--- config.mk ---
export PLATFORM = sky130hd
export DESIGN_NAME = ea_unit
export DESIGN_NICKNAME = d
export VERILOG_FILES = /design/src/rtl/ea_pkg.sv /design/src/rtl/ea_decode.sv /design/src/rtl/ea_sum.sv /design/src/rtl/ea_regfile.sv /design/src/rtl/ea_unit.sv
export SDC_FILE = /design/constraint.sdc
export NUM_CORES = 1
export LEC_CHECK = 0
export BUFFER_PORTS_ARGS = -buffer_cell sky130_fd_sc_hd__buf_2
export CORE_ASPECT_RATIO = 0.75
export CORE_MARGIN = 1.5
export CORE_UTILIZATION = 50
export DETAILED_ROUTE_END_ITERATION = 10
export GPL_ROUTABILITY_DRIVEN = 1
export PLACE_DENSITY = 0.76
export SLEW_MARGIN = 20
export SYNTH_ARGS = -nofsm -noshare
export SYNTH_HDL_FRONTEND = slang
export SYNTH_SLANG_ARGS = --single-unit
--- constraint.sdc ---
create_clock -name clk -period 4.5 [get_ports clk]
set_clock_uncertainty 0.15 [all_clocks]
set_input_delay 0 -clock clk [delete_from_list [all_inputs] [get_ports clk]]
set_output_delay 0 -clock clk [all_outputs]
set_load 0.02 [all_outputs]
--- src/rtl/ea_pkg.sv ---
package ea_pkg;

    typedef enum logic [3:0] {
        M_IMPLIED  = 4'd0,
        M_IMMED    = 4'd1,
        M_REG      = 4'd2,
        M_REG_IND  = 4'd3,
        M_AUTO_INC = 4'd4,
        M_AUTO_DEC = 4'd5,
        M_DIRECT   = 4'd6,
        M_INDIRECT = 4'd7,
        M_REL      = 4'd8,
        M_INDEXED  = 4'd9,
        M_BASED    = 4'd10
    } mode_e;

    // Operand source feeding the shared adder
    typedef enum logic [2:0] {
        SRC_ZERO,
        SRC_FIELD,
        SRC_REG,
        SRC_REG_M1,
        SRC_PC,
        SRC_IDX,
        SRC_BASE
    } src_e;

    typedef struct packed {
        logic legal;
        logic is_addr;
        logic need_mem;
        logic inc;
        logic dec;
        src_e src;
    } dec_t;

    typedef enum logic {
        ST_IDLE,
        ST_WAIT
    } st_e;

endpackage

--- src/rtl/ea_decode.sv ---
module ea_decode
    import ea_pkg::*;
(
    input  logic [3:0] mode,
    output dec_t       dec
);

    always_comb begin
        dec = '{legal: 1'b1, is_addr: 1'b1, need_mem: 1'b0,
                inc: 1'b0, dec: 1'b0, src: SRC_ZERO};
        case (mode)
            M_IMPLIED:  begin dec.is_addr = 1'b0; dec.src = SRC_ZERO;  end
            M_IMMED:    begin dec.is_addr = 1'b0; dec.src = SRC_FIELD; end
            M_REG:      begin dec.is_addr = 1'b0; dec.src = SRC_REG;   end
            M_REG_IND:  dec.src = SRC_REG;
            M_AUTO_INC: begin dec.src = SRC_REG;    dec.inc = 1'b1; end
            M_AUTO_DEC: begin dec.src = SRC_REG_M1; dec.dec = 1'b1; end
            M_DIRECT:   dec.src = SRC_FIELD;
            M_INDIRECT: dec.need_mem = 1'b1;
            M_REL:      dec.src = SRC_PC;
            M_INDEXED:  dec.src = SRC_IDX;
            M_BASED:    dec.src = SRC_BASE;
            default: begin
                dec.legal   = 1'b0;
                dec.is_addr = 1'b0;
            end
        endcase
    end

endmodule

--- src/rtl/ea_sum.sv ---
module ea_sum #(
    parameter int AW = 8
) (
    input  logic [AW-1:0] a,
    input  logic [AW-1:0] b,
    output logic [AW-1:0] s
);

    // Wraps modulo 2^AW: carry out is dropped
    assign s = a + b;

endmodule

--- src/rtl/ea_regfile.sv ---
module ea_regfile #(
    parameter int AW = 8,
    parameter int RK = 3
) (
    input  logic          clk,
    input  logic          rst_n,
    input  logic [RK-1:0] rd_idx,
    output logic [AW-1:0] rd_val,
    input  logic          upd_en,
    input  logic [RK-1:0] upd_idx,
    input  logic [AW-1:0] upd_val,
    input  logic          ld_en,
    input  logic [RK-1:0] ld_idx,
    input  logic [AW-1:0] ld_val
);

    localparam int NREG = 1 << RK;

    logic [AW-1:0] regs_q [NREG];
    logic [AW-1:0] regs_d [NREG];

    assign rd_val = regs_q[rd_idx];

    always_comb begin
        for (int i = 0; i < NREG; i++) begin
            regs_d[i] = regs_q[i];
            if (ld_en && ld_idx == RK'(i)) begin
                regs_d[i] = ld_val;
            end else if (upd_en && upd_idx == RK'(i)) begin
                regs_d[i] = upd_val;
            end
        end
    end

    always_ff @(posedge clk or negedge rst_n) begin
        if (!rst_n) begin
            for (int i = 0; i < NREG; i++) begin
                regs_q[i] <= '0;
            end
        end else begin
            for (int i = 0; i < NREG; i++) begin
                regs_q[i] <= regs_d[i];
            end
        end
    end

endmodule

--- src/rtl/ea_unit.sv ---
module ea_unit
    import ea_pkg::*;
#(
    parameter int AW = 8,
    parameter int RK = 3
) (
    input  logic          clk,
    input  logic          rst_n,
    input  logic          start,
    input  logic [3:0]    mode,
    input  logic [RK-1:0] reg_sel,
    input  logic [AW-1:0] addr_field,
    input  logic [AW-1:0] pc_next,
    input  logic [AW-1:0] index_val,
    input  logic [AW-1:0] base_val,
    input  logic          ld_en,
    input  logic [RK-1:0] ld_idx,
    input  logic [AW-1:0] ld_val,
    output logic          mem_req,
    output logic [AW-1:0] mem_addr,
    input  logic          mem_valid,
    input  logic [AW-1:0] mem_rdata,
    output logic          done,
    output logic [AW-1:0] result,
    output logic          is_addr,
    output logic          illegal,
    output logic          busy
);

    localparam logic [AW-1:0] ONE     = AW'(1);
    localparam logic [AW-1:0] MINUS_1 = '1;

    typedef struct packed {
        st_e           st;
        logic          done;
        logic [AW-1:0] result;
        logic          is_addr;
        logic          illegal;
        logic          mem_req;
        logic [AW-1:0] mem_addr;
    } state_t;

    state_t state_d, state_q;

    dec_t          dec;
    logic [AW-1:0] rf_val;
    logic [AW-1:0] sum_a, sum_b, sum_s, inc_s;
    logic          accept;
    logic          upd_en;
    logic [AW-1:0] upd_val;

    ea_decode u_dec (
        .mode (mode),
        .dec  (dec)
    );

    ea_regfile #(.AW(AW), .RK(RK)) u_rf (
        .clk     (clk),
        .rst_n   (rst_n),
        .rd_idx  (reg_sel),
        .rd_val  (rf_val),
        .upd_en  (upd_en),
        .upd_idx (reg_sel),
        .upd_val (upd_val),
        .ld_en   (ld_en),
        .ld_idx  (ld_idx),
        .ld_val  (ld_val)
    );

    // One adder serves field, register, decrement and base-plus-offset sums
    ea_sum #(.AW(AW)) u_sum (
        .a (sum_a),
        .b (sum_b),
        .s (sum_s)
    );

    ea_sum #(.AW(AW)) u_inc (
        .a (rf_val),
        .b (ONE),
        .s (inc_s)
    );

    always_comb begin
        sum_a = '0;
        sum_b = '0;
        case (dec.src)
            SRC_FIELD:  sum_b = addr_field;
            SRC_REG:    sum_a = rf_val;
            SRC_REG_M1: begin sum_a = rf_val;    sum_b = MINUS_1;    end
            SRC_PC:     begin sum_a = pc_next;   sum_b = addr_field; end
            SRC_IDX:    begin sum_a = index_val; sum_b = addr_field; end
            SRC_BASE:   begin sum_a = base_val;  sum_b = addr_field; end
            default:    ;
        endcase
    end

    assign accept  = start && (state_q.st == ST_IDLE);
    assign upd_en  = accept && (dec.inc || dec.dec);
    assign upd_val = dec.dec ? sum_s : inc_s;

    always_comb begin
        state_d      = state_q;
        state_d.done = 1'b0;
        case (state_q.st)
            ST_IDLE: begin
                if (accept) begin
                    if (!dec.legal) begin
                        state_d.done    = 1'b1;
                        state_d.illegal = 1'b1;
                        state_d.result  = '0;
                        state_d.is_addr = 1'b0;
                    end else if (dec.need_mem) begin
                        state_d.st       = ST_WAIT;
                        state_d.mem_req  = 1'b1;
                        state_d.mem_addr = addr_field;
                        state_d.illegal  = 1'b0;
                    end else begin
                        state_d.done    = 1'b1;
                        state_d.illegal = 1'b0;
                        state_d.result  = sum_s;
                        state_d.is_addr = dec.is_addr;
                    end
                end
            end
            ST_WAIT: begin
                if (mem_valid) begin
                    state_d.st      = ST_IDLE;
                    state_d.mem_req = 1'b0;
                    state_d.done    = 1'b1;
                    state_d.result  = mem_rdata;
                    state_d.is_addr = 1'b1;
                end
            end
            default: state_d.st = ST_IDLE;
        endcase
    end

    always_ff @(posedge clk or negedge rst_n) begin
        if (!rst_n) begin
            state_q <= '{st: ST_IDLE, done: 1'b0, result: '0, is_addr: 1'b0,
                         illegal: 1'b0, mem_req: 1'b0, mem_addr: '0};
        end else begin
            state_q <= state_d;
        end
    end

    assign done     = state_q.done;
    assign result   = state_q.result;
    assign is_addr  = state_q.is_addr;
    assign illegal  = state_q.illegal;
    assign mem_req  = state_q.mem_req;
    assign mem_addr = state_q.mem_addr;
    assign busy     = (state_q.st == ST_WAIT);

endmodule

# Word level (Yosys, flattened, before mapping)
# Cells that the tools add are included.
dict set report word_totals {
  output_inout_bits 21
  ram_bits 0
  mem_count 0
  romBits 0
  register_bits 85
  latch_bits 0
  elab_cells 134
}
dict set report op_classes {
  div_mod_pow 0
  reduce_logical 40
  shifts 0
  order_cmp 1
  eq_ne 35
  muxes 39
  addsub 2
  bitwise 2
  mul 0
}
# operator count
set ops {}
lappend ops {{$mux W8} 19}
lappend ops {{$eq A3 B3 Y1 const B} 11}
lappend ops {{$pmux W8 S4} 1}
lappend ops {{$bmux W8 S3} 1}
lappend ops {{$mux W11} 2}
lappend ops {{$pmux W11 S2} 1}
lappend ops {{$mux W21} 1}
lappend ops {{$eq A3 B2 Y1 const B} 6}
lappend ops {{$logic_and A1 B1 Y1} 18}
lappend ops {{$mux W9} 2}
lappend ops {{$pmux W3 S6} 1}
lappend ops {{$eq A4 B3 Y1 const B} 4}
lappend ops {{$pmux W8 S2} 1}
lappend ops {{$reduce_bool A2 Y1} 8}
lappend ops {{$eq A4 B4 Y1 const B} 3}
lappend ops {{$reduce_or A11 Y1} 1}
lappend ops {{$mux W10} 1}
lappend ops {{$eq A3 B1 Y1 const B} 3}
lappend ops {{$add A8 B1 Y8 const B} 1}
lappend ops {{$add A8 B8 Y8} 1}
lappend ops {{$eq A4 B2 Y1 const B} 2}
lappend ops {{$mux W1} 8}
lappend ops {{$ne A2 B2 Y1 const B} 4}
lappend ops {{$reduce_and A4 Y1} 2}
lappend ops {{other kinds (15)} 17}

# Depth between registers and ports, before layout
# Gate-level depths: netlist of run 1.
dict set report logic_depth {
  depth_word 11
  depth_mapped 18
  ltp_nobuf 15
}

# Modules after synthesis
# From an unflattened synthesis of run 1, not the netlist that was laid out.
dict set report hier_totals {
  hier_cells 570
  area_unflattened_um2 5734.2
}
# module area_each_um2 seq_area_each_um2 cells_each n_inst
set modules_own_cells {}
lappend modules_own_cells {ea_regfile 3661.0 1601.5 336 1}
lappend modules_own_cells {ea_unit 1347.5 525.5 137 1}
lappend modules_own_cells {ea_sum 310.3 0.0 41 2}
lappend modules_own_cells {ea_decode 105.1 0.0 15 1}

# Worst setup path after synthesis of run 1
# OpenSTA, ideal clock, no wires.
dict set report synth_path {
  kind {reg2reg}
  from {reg u_rf.regs_q[34] in the netlist's numbering}
  to {reg u_rf.regs_q[14] in the netlist's numbering}
  path_stages_with_launch 13
  arrival_ns 3.119
  period_less_slack_ns 3.334
  path_slack_ns 1.166
  setup_time_ns 0.065
  path_cell_list {dfrtp_1 mux4_2 mux2_2 a22oi_1 o22ai_1 ha_1 nor2b_1 o21a_1 or2_2 a31oi_1 xor2_1 a21oi_1 a31o_2}
}
dict set report synth_between {
  elab_chain_cells 8
  elab_cells_between_ends 9
  cone_classes {add/sub (2); mux (7)}
}
# item line_no
set synth_rtl {}
lappend synth_rtl {{start: declaration} ea_regfile.sv:19} ;# logic [AW-1:0] regs_q [NREG];
lappend synth_rtl {{start signal: indexed assignment} ea_regfile.sv:42} ;# regs_q[i] <= regs_d[i];
lappend synth_rtl {{$bmux W8 S3 (*)} ea_regfile.sv:22} ;# assign rd_val = regs_q[rd_idx];
lappend synth_rtl {{$mux W8 (not written as such) (*) (2 in series)} ea_regfile.sv:22}
lappend synth_rtl {{$pmux W8 S4} ea_unit.sv:86} ;# case (dec.src)
lappend synth_rtl {{$add A8 B8 Y8} ea_sum.sv:10} ;# assign s = a + b;
lappend synth_rtl {{$mux W8 (*)} ea_unit.sv:99} ;# assign upd_val = dec.dec ? sum_s : inc_s;
lappend synth_rtl {{$mux W8 (*)} ea_regfile.sv:29} ;# end else if (upd_en && upd_idx == RK'(i)) begin
lappend synth_rtl {{$mux W8 (*)} ea_regfile.sv:27} ;# if (ld_en && ld_idx == RK'(i)) begin
# Mark *: on every way between the ends. The rest lies on a longest branch, timed or not. The select of a mux whose other input is x is not followed.
# A chain may end at the register's enable or synchronous reset.

# Worst setup path after layout of run 1
dict set report layout_path {
  from {reg u_rf.regs_q[41] in the netlist's numbering}
  to {reg u_rf.regs_q[63] in the netlist's numbering}
}
# The elaborated chain is that of the path after synthesis.

==> impl_metrics.csv, run 1 <==
group,metric,value,unit
status,status,"finished, violations left",
status,violations,"DRC",
synth,syn-cell-area,5680,sq um
cells_and_area,drive_gt1_frac,0.233,
setup_path,endpoint_kind,"flip-flop",
grt,globalRouteTotalUtil,0.300,
clock_tree,cts_buffer_depth,2,
synth,syn_inst,640,
clock_tree,clk_pin_slew_worst_paths,70,ps
placed_design,hpwl,12000,microns
power_and_ir_drop,pwr-share-comb,0.311,
timing,fin_setup_tns,0,ps
timing,finalCritPeriodShare,0.868,
drt,highest_layer,"met4",
grt,grt.overflow.total,0,
synth,seq_area_frac_synth,0.374,
drt,ant_nets,0,
timing,fmax,256,MHz
setup_path,reg2reg_from,"u_rf.regs_q[41]",
drt,met3WireLength,1510,microns
worst_hold_path,hold_class,"in -> reg",
placed_design,placed_cells,826,
power_and_ir_drop,pwr-share-seq,0.410,
power_and_ir_drop,total_leakage_power,2.95,nW
power_and_ir_drop,p_sw_frac,0.348,
timing,hold-worst-slack,21.7,ps
setup_path,worstReg2RegEnd,"u_rf.regs_q[63]",
cells_and_area,fin_util,0.609,
synth,synth_nets,712,
synth,synth-edff-count,0,
timing,fin_crit,3910,ps
job,cap_violations,0,
die,initial_utilization,0.517,
drt,routed_wl,17200,microns
timing,final_max_slew_viol_count,0,
drt,drt_iter0_drc,562,
cells_and_area,regArea,2130,sq um
die,io_pins,84,
synth,synth.distinct_cells,73,
synth,ys.flop_type,"dfrtp_1",
clock_tree,cts.sinks,85,
power_and_ir_drop,p_sw,0.870,mW
setup_path,r2r_cells,13,
cells_and_area,final_cells,873,
clock_tree,insertion_delay,350,ps
power_and_ir_drop,intPower,1.63,mW
die,die_width,126,microns
cells_and_area,fin_nets,800,
setup_path,path_class,"reg -> reg",
synth,yosys_warnings,0,
setup_path,reg2reg_setup_slack,590,ps
grt,antenna_found_initial,0,
die,core,11000,sq um
cells_and_area,area_delta_synth_final,17.7,%
timing,setup_viol,0,
timing,rsz0062_at_grt,"false",
die,die_h,95.3,microns
drt,drc_errors,9,
power_and_ir_drop,vdd_drop_max,0.260,mV
drt,wl_met1,7570,microns
die,num_rows,33,
drt,drt-vias-per-instance,6.14,
synth,synthArstFlopShare,1.00,
clock_tree,cts_made_buffers,9,
power_and_ir_drop,clkPwrFrac,0.279,
worst_hold_path,min_to,"illegal",
clock_tree,cts_tree,"done",
clock_tree,cts_resized,0,
grt,grt_max_degree,57,
timing,worstMarginPinSlew,1050,ps
power_and_ir_drop,power_density,374,nW/um^2
synth,syn_avg_cell_area,8.88,sq um
cells_and_area,multi_input_area,3280,sq um
worst_hold_path,whs_path_depth,3,
drt,drt-pass1-iter-count,10,
timing,hold_violations,0,
placed_design,port_buffers,83,
grt,grt_pass1_wl,27600,microns
placed_design,globalplace.congestion,0.932,
die,die-area,12000,sq um
drt,vias,5356,
timing,relSlewSlack,0.299,
setup_path,cp_max_fo,8,
cells_and_area,fillers,934,
drt,post_drt_wl_per_cell,19.7,microns
synth,synth-seq-cells,85,
clock_tree,clockRootBuffer,"clkbuf_16",
worst_hold_path,hp-start,"mode[2]",
cells_and_area,num_antenna_cells,0,
setup_path,worst_setup_path_start_kind,"flip-flop",
setup_path,crit_arrival,3990,ps
clock_tree,htreeDepth,3,
grt,grt_pass1_vias,5195,
drt,dr_wl_met2,7650,microns
setup_path,required,4590,ps
## metrics by stage
| stage | total power, mW | area [sq um] | setup WS (ps) |
|---|---|---|---|
| final | 2.50 | 6690 | 594 |
| after global placement | 1.74 | 6090 | 636 |
| after floorplan | 1.54 | 5680 | 1170 |
| after detailed placement | 1.77 | 6090 | 469 |
| after global routing | 2.63 | 6690 | 398 |
| after CTS | 2.49 | 6690 | 649 |
## cell families after synthesis
kind of cell / count (synthesis) / share of synthesized area
compound gates: 175 / 0.203
buf+inv: 55 / 0.0482
mux: 73 / 0.148
flops: 85 / 0.374
simple gates: 235 / 0.193
xor+xnor: 8 / 0.0123
fa+ha+maj: 9 / 0.0211
## synthesized netlist by cell type (5+ instances only)
| cell type | number | area [sq um] |
|---|---|---|
| a31o_1 | 10 | 87.6 |
| buf_1 | 8 | 30.0 |
| mux2_2 | 15 | 169 |
| dfrtp_1 | 85 | 2130 |
| nand2b_1 | 11 | 68.8 |
| mux2i_1 | 49 | 490 |
| buf_2 | 5 | 25.0 |
| o22ai_1 | 7 | 43.8 |
| inv_1 | 12 | 45.0 |
| o21ai_0 | 67 | 335 |
| nor3_1 | 7 | 35.0 |
| mux4_2 | 7 | 158 |
| xor2_1 | 5 | 43.8 |
| a31o_2 | 14 | 123 |
| clkbuf_1 | 23 | 86.3 |
| and2_1 | 6 | 37.5 |
| nand2_1 | 116 | 435 |
| a22oi_1 | 14 | 105 |
| o21ai_1 | 18 | 90.1 |
| nor2b_1 | 11 | 68.8 |
| a21oi_1 | 18 | 90.1 |
| nor2_1 | 42 | 158 |
| ha_1 | 8 | 100 |
| nand3_1 | 14 | 70.1 |
## how the worst max path moves through the flow
stage                    start         endpoint  slack (ps)
2_1_floorplan  u_rf.regs_q[34]  u_rf.regs_q[14]        1170
3_3_place_gp        reg_sel[0]  u_rf.regs_q[63]         640
3_5_place_dp        reg_sel[0]  u_rf.regs_q[39]         470
4_1_cts        u_rf.regs_q[41]  u_rf.regs_q[39]         650
5_1_grt        u_rf.regs_q[41]   u_rf.regs_q[6]         400
6_report       u_rf.regs_q[41]  u_rf.regs_q[63]         590
## cells in the final DEF, fill, tap and decap left out, types with 3 or more instances in the layout
| cell type | netlist | routed |
|---|---|---|
| a21oi_1 | 18 | 18 |
| a22oi_1 | 14 | 14 |
| a31o_1 | 10 | 10 |
| a31o_2 | 14 | 14 |
| and2_1 | 6 | 6 |
| buf_2 | 5 | 82 |
| buf_4 | 1 | 6 |
| clkbuf_16 | 0 | 9 |
| clkinvlp_4 | 0 | 3 |
| dfrtp_1 | 85 | 85 |
| dlygate4sd3_1 | 0 | 30 |
| ha_1 | 8 | 8 |
| inv_1 | 12 | 12 |
| mux2_2 | 15 | 15 |
| mux2i_1 | 49 | 49 |
| mux4_2 | 7 | 7 |
| nand2_1 | 116 | 116 |
| nand2_2 | 3 | 3 |
| nand2b_1 | 11 | 11 |
| nand3_1 | 14 | 14 |
| nor2_1 | 42 | 42 |
| nor2b_1 | 11 | 11 |
| nor3_1 | 7 | 6 |
| nor4_1 | 3 | 3 |
| o21ai_0 | 67 | 67 |
| o21ai_1 | 18 | 18 |
| o22ai_1 | 7 | 7 |
| or2_2 | 3 | 3 |
| xnor2_1 | 3 | 3 |
| xor2_1 | 5 | 5 |
## sequential cells by signal, indices dropped and copies added (netlist names)
| signal | count |
|---|---|
| mem_req | 1 |
| result | 8 |
| is_addr | 1 |
| illegal | 1 |
| mem_addr | 8 |
| done | 1 |
| busy | 1 |
| u_rf.regs_q | 64 |
## power by group through the flow
| stage | Sequential [mW] | Clock, mW | Combinational [mW] |
|---|---|---|---|
| finish | 1.02 | 0.696 | 0.778 |
| global route | 1.04 | 0.742 | 0.854 |
| CTS | 1.02 | 0.701 | 0.767 |
| detailed placement | 1.03 | 0 | 0.741 |
| global placement | 1.02 | 0 | 0.720 |
| floorplan | 1.05 | 0 | 0.490 |
## area by class of cell
type	instances	share of cell area
Clock buffer	9	0.0337
Clock inverter	7	0.00749
Inverter	13	0.00730
Multi-Input combinational cell	500	0.491
Sequential cell	85	0.318
Tap cell	140	0.0262
Timing Repair Buffer	119	0.116
## metal layers
| layer | GRT usage | up-vias |
|---|---|---|
| li1 | - | 2464 |
| met2 | 0.474 | 281 |
| met3 | 0.0488 | 44 |
| met5 | 0 | - |
| met4 | 0.108 | 0 |
| met1 | 0.423 | 2567 |
## critical path: stages (launching register included)
cell	delay, ps
dfrtp_1	390
mux4_2	460
mux2i_1	350
inv_2	110
a22oi_1	210
o22ai_1	170
ha_1	320
a21o_1	180
a21oi_1	220
a21oi_1	130
o41ai_1	370
xor2_1	300
nand2_2	190
a31o_1	250
## timing repair
item | in CTS | in global routing
hold buffers | 31 | 0
setup buffers | 0 | 0
hold endpoints to repair | 109 | 0
No activity file was read; power rests on OpenSTA's default activity.
==> run 2, diff against run 1 <==
SYNTH_HIERARCHICAL = 1   (was not set)
clock period = 3.8 ns   (was 4.5 ns; I/O delays follow)
==> run 2 against run 1 <==
  * The run now ends clean
  * Utilization rose by 1.7 points
  * Critical path depth fell by 2
  * Clock power rose by 45%
  * Fmax rose by 6.9%
  * Count of clock-buffer cells in the layout rose by 1
  * Setup slack got worse by 450 ps
==> impl_metrics.csv, run 2 <==
group,metric,value,unit
synth,syn_inst,570,
setup_path,required,3830,ps
drt,drt_iter0_drc,376,
grt,grt_pass1_wl,24000,microns
timing,fin_setup_tns,0,ps
synth,synth-seq-cells,85,
synth,synthArstFlopShare,1.00,
cells_and_area,regArea,2130,sq um
synth,syn_avg_cell_area,10.1,sq um
setup_path,endpoint_kind,"flip-flop",
drt,routed_wl,15500,microns
worst_hold_path,hold_class,"in -> reg",
cells_and_area,layout_commonest_cell,"dfrtp_1",
synth,seq_area_frac_synth,0.371,
setup_path,crit_arrival,3680,ps
synth,synth-edff-count,0,
timing,fin_crit,3650,ps
job,cap_violations,0,
timing,relSlewSlack,0.380,
cells_and_area,drive_gt1_frac,0.237,
synth,yosysTopAreaCellShare,0.371,
clock_tree,cts_buffer_depth,2,
placed_design,port_buffers,83,
cells_and_area,largest_register_ffs,64,
cells_and_area,fillers,893,
power_and_ir_drop,total_leakage_power,3.22,nW
power_and_ir_drop,vdd_drop_max,0.287,mV
drt,drt-pass1-iter-count,5,
clock_tree,cts.sinks,85,
power_and_ir_drop,power_density,497,nW/um^2
die,num_rows,33,
clock_tree,htreeDepth,3,
synth,synth_area_leaders,"dfrtp_1, mux2i_1, mux4_1",
synth,synth_top_area_cell,"dfrtp_1",
clock_tree,insertion_delay,340,ps
setup_path,path_class,"reg -> reg",
cells_and_area,final_cell_mix,"dfrtp_1, buf_2, mux2i_1, a21oi_1, nor2_1",
die,die_width,127,microns
timing,hold_violations,0,
synth,synth.most_common_cell,"dfrtp_1",
die,core,11100,sq um
synth,yosys_warnings,6,
timing,finalCritPeriodShare,0.962,
timing,setup_ws,146,ps
cells_and_area,multi_input_area,3390,sq um
placed_design,globalplace.congestion,0.862,
timing,fmax,274,MHz
grt,globalRouteTotalUtil,0.259,
grt,grt.overflow.total,0,
synth,syn-cell-area,5730,sq um
drt,ant_nets,0,
clock_tree,cts_tree,"done",
status,status,"complete, no violations",
cells_and_area,num_antenna_cells,0,
die,die-area,12100,sq um
die,io_pins,84,
power_and_ir_drop,totalPowerFinal,3.44,mW
timing,rsz0062_at_grt,"false",
die,die_h,95.7,microns
placed_design,hpwl,10900,microns
timing,setup_viol,0,
clock_tree,postCtsSetupBuffers,0,
clock_tree,clockRootBuffer,"clkbuf_16",
timing,worstMarginPinSlew,928,ps
cells_and_area,area_delta_synth_final,20.7,%
cells_and_area,fin_util,0.626,
synth,synthTopCellsByCount,"dfrtp_1, mux2i_1, a21oi_1, nor2_1, nand2_1",
grt,antenna_found_initial,0,
drt,post_drt_wl_per_cell,19.2,microns
grt,grt_max_degree,86,
clock_tree,clk_pin_slew_worst_paths,60,ps
drt,drc_errors,0,
setup_path,cp_max_fo,8,
setup_path,worst_setup_path_start_kind,"flip-flop",
placed_design,post-place-ws,0.991,ps
synth,synth.distinct_cells,52,
cells_and_area,fin_nets,745,
clock_tree,cts_made_buffers,9,
drt,drt-vias-per-instance,6.11,
die,initial_utilization,0.518,
timing,final_max_slew_viol_count,0,
grt,grt_pass1_vias,4599,
cells_and_area,regMostFlops,"u_rf/regs_q",
drt,vias,4952,
synth,ys.flop_type,"dfrtp_1",
[run 2: final cells by class]
class	instances	share of cell area
Inverter	13	0.00705
Multi-Input combinational cell	431	0.490
Clock buffer	10	0.0331
Clock inverter	6	0.0161
Tap cell	140	0.0253
Sequential cell	85	0.307
Timing Repair Buffer	126	0.122
[run 2: cell families (layout without fill, tap and decap cells)]
family          Yosys count  count (layout)  synth area share
compound gates          137             137             0.145
xor+xnor                  9               9            0.0137
fa+ha+maj                16              16            0.0375
buf+inv                  61             155            0.0506
flops                    85              85             0.371
mux                     113             113             0.247
other cells               2               9           0.00131
simple gates            147             147             0.134
[run 2: layer usage]
metal / wire length (microns) / part of all wire / GRT usage / up-vias
met5: 0 / 0 / 0 / -
met4: 216 / 0.014 / 0.0748 / 0
met3: 944 / 0.061 / 0.0445 / 22
met2: 7290 / 0.47 / 0.419 / 192
met1: 7090 / 0.46 / 0.363 / 2465
li1: - / - / - / 2273
[run 2: path summary, 6_finish.rpt]
check | start | to | slack (ps) | depth (start not counted)
min | index_val[0] | result[0] | 90 | 4
max reg2reg | u_rf/regs_q[49] | u_rf/regs_q[13] | 150 | 11
max | u_rf/regs_q[49] | u_rf/regs_q[13] | 150 | 11
min in group asynchronous | rst_n | u_rf/regs_q[17] | 130 | 2
min reg2reg | mem_addr[3] | mem_addr[3] | 350 | 1
max in group asynchronous | rst_n | mem_addr[3] | 2830 | 2
[run 2: critical path, stage by stage (launching register included)]
cell and delay [ps]:
dfrtp_1 390, mux4_1 530, mux2_2 320, a221o_1 350, ha_1 330, a211oi_2 280
o21bai_1 120, a21oi_1 180, xnor2_1 150, mux2_2 390, mux2i_1 180, a21oi_1 110
[run 2: power by group]
group,internal (mW),leakage (nW),switching (mW)
Clock,0.642,0.163,0.364
Sequential,1.12,1.02,0.120
Combinational,0.542,2.03,0.653
Total,2.30,3.22,1.14
[run 2: what timing repair did]
| item | CTS | global route |
|---|---|---|
| endpoints found under the hold margin | 170 | 0 |
| resized for setup | 0 | 5 |
| endpoints found under the setup margin | 0 | 19 |
| hold buffers | 29 | 0 |
[run 2: per-stage QoR]
step	std cells	area, sq um	hold WS (ps)
floorplan	577	5760	-446
global placement	766	6270	109
detailed placement	766	6270	118
CTS	811	6900	86.7
global route	811	6920	106
finish	811	6920	92.0
==> run 3, diff against run 2 <==
SYNTH_HIERARCHICAL = not set   (was 1)
==> run 3 against run 2 <==
  * The run now ends with DRC left
  * Power decreased by 9.8%
  * Combinational power decreased by 21%
  * Die area decreased by 0.92%
  * Wire length increased by 9.4%
  * Critical endpoint is now u_rf.regs_q[5]
  * Non-clock buffer count increased by 1
  * Clock power decreased by 5%
==> impl_metrics.csv, run 3 (synthesis results as in run 1) <==
group,metric,value,unit
cells_and_area,drive_gt1_frac,0.250,
drt,drt_iter0_drc,495,
die,die_h,95.3,microns
setup_path,reg2reg_setup_slack,180,ps
cells_and_area,fin_util,0.621,
timing,fin_crit,3620,ps
setup_path,endpoint_kind,"flip-flop",
clock_tree,cts_tree,"done",
die,num_rows,33,
drt,routed_wl,17000,microns
power_and_ir_drop,totalPowerFinal,3.11,mW
cells_and_area,largest_register_ffs,64,
cells_and_area,num_antenna_cells,0,
setup_path,required,3890,ps
placed_design,globalplace.congestion,0.950,
grt,grt_pass1_wl,27100,microns
cells_and_area,stdcell_area,6820,sq um
timing,fmax,276,MHz
setup_path,max_stage_delay,500,ps
grt,grt_max_degree,86,
timing,fin_setup_tns,0,ps
placed_design,post-place-ws,17.7,ps
drt,drt-pass1-iter-count,8,
setup_path,crit_path_end,"u_rf.regs_q[5]",
die,die_width,126,microns
die,core,11000,sq um
timing,hold_violations,0,
cells_and_area,fillers,901,
setup_path,worstReg2RegEnd,"u_rf.regs_q[5]",
setup_path,worst_setup_path_start_kind,"flip-flop",
clock_tree,clockRootBuffer,"clkbuf_16",
drt,ant_nets,0,
power_and_ir_drop,total_leakage_power,3.03,nW
clock_tree,cts_buffer_depth,2,
drt,drc_errors,9,
setup_path,critPathLaunch,"u_rf.regs_q[9]",
drt,drt-vias-per-instance,6.07,
placed_design,placed_cells,836,
worst_hold_path,hp-start,"mode[2]",
cells_and_area,regArea,2130,sq um
clock_tree,cts_made_buffers,9,
status,status,"finished, violations left",
setup_path,crit_arrival,3710,ps
timing,final_max_slew_viol_count,0,
grt,grt.overflow.total,0,
setup_path,r2r_cells,13,
grt,globalRouteTotalUtil,0.294,
cells_and_area,final_cell_mix,"nand2_1, dfrtp_1, buf_2, o21ai_0, mux2i_1",
placed_design,port_buffers,83,
timing,finalCritPeriodShare,0.954,
drt,post_drt_wl_per_cell,19.3,microns
setup_path,worstPathCellList,"mux4_2 > mux2i_4 > inv_2 > a22oi_1 > o22ai_1 > ha_1 > a21o_1 > a21oi_2 > a21oi_1 > nor2_1 > xor2_1 > nand2_1 > a31o_2",
worst_hold_path,hold_class,"in -> reg",
timing,worstMarginPinSlew,978,ps
cells_and_area,area_delta_synth_final,20.0,%
power_and_ir_drop,power_density,456,nW/um^2
clock_tree,clk_pin_slew_worst_paths,60,ps
clock_tree,cts.sinks,85,
grt,antenna_found_initial,0,
cells_and_area,layout_commonest_cell,"nand2_1",
timing,setup_viol,0,
grt,grt_pass1_vias,5200,
die,io_pins,84,
clock_tree,htreeDepth,3,
setup_path,reg2reg_from,"u_rf.regs_q[9]",
timing,setup_ws,176,ps
cells_and_area,regMostFlops,"u_rf.regs_q",
die,die-area,12000,sq um
power_and_ir_drop,vdd_drop_max,0.307,mV
cells_and_area,final_cells,881,
die,initial_utilization,0.517,
placed_design,hpwl,11900,microns
cells_and_area,fin_nets,808,
status,violations,"DRC",
setup_path,path_class,"reg -> reg",
clock_tree,postCtsSetupBuffers,0,
timing,relSlewSlack,0.345,
timing,hold-worst-slack,39.5,ps
cells_and_area,multi_input_area,3310,sq um
drt,vias,5349,
timing,rsz0062_at_grt,"false",
setup_path,cp_max_fo,8,
placed_design,dpl_cell_area,6170,sq um
clock_tree,insertion_delay,350,ps
job,cap_violations,0,
setup_path,cp_slowest_cell,"mux4_2",
==> run 3: cell types whose count changed in the layout (fill, tap and decap cells not counted), sizes merged, moves of 15 or more <==
cell / change
nand2: +70
o21ai: +36
a21oi: -33
a31o: +24
mux2i: -24
a221o: -17
a22oi: +15
==> run 3: what timing repair did <==
action,in CTS,in global routing
hold buffers,29,0
setup endpoints to repair,0,25
gates resized for setup,0,5
hold endpoints to repair,168,0
==> run 3: final cells by class <==
class                      count  area share
inverter                      13     0.00716
timing repair buffer         127       0.121
sequential                    85       0.312
clock inverter                 6      0.0127
tap                          140      0.0257
multi-input combinational    500       0.486
clock buffer                  10      0.0351
==> run 3: how the worst min path moves through the flow <==
stage	endpoint	slack, ps	cells past startpoint
after CTS	illegal	10	3
after global placement	busy	40	2
after floorplan	busy	-450	0
final	illegal	40	3
after detailed placement	busy	60	2
after global routing	illegal	50	3
==> run 3: critical path: cells and delay by family, from the launching register on <==
family / cells / cell delay [ps]
AOI/OAI and AO/OA: 6 / 1200
DFF: 1 / 380
xor gates and xnor gates: 1 / 240
muxes: 2 / 710
and+or+nand+nor: 2 / 430
buffers and inverters: 1 / 90
adders and majority gates: 1 / 320
==> run 3: power breakdown <==
part	switching (mW)	internal [mW]	leakage (nW)
Clock	0.369	0.592	0.158
Sequential	0.106	1.10	1.07
Combinational	0.540	0.403	1.80
==> run 3: layer usage <==
layer,up-vias,wire length (microns),track usage
met5,-,0,0
met4,0,471,0.0958
met3,43,1470,0.0679
met2,250,7470,0.469
met1,2582,7600,0.400
li1,2474,-,-
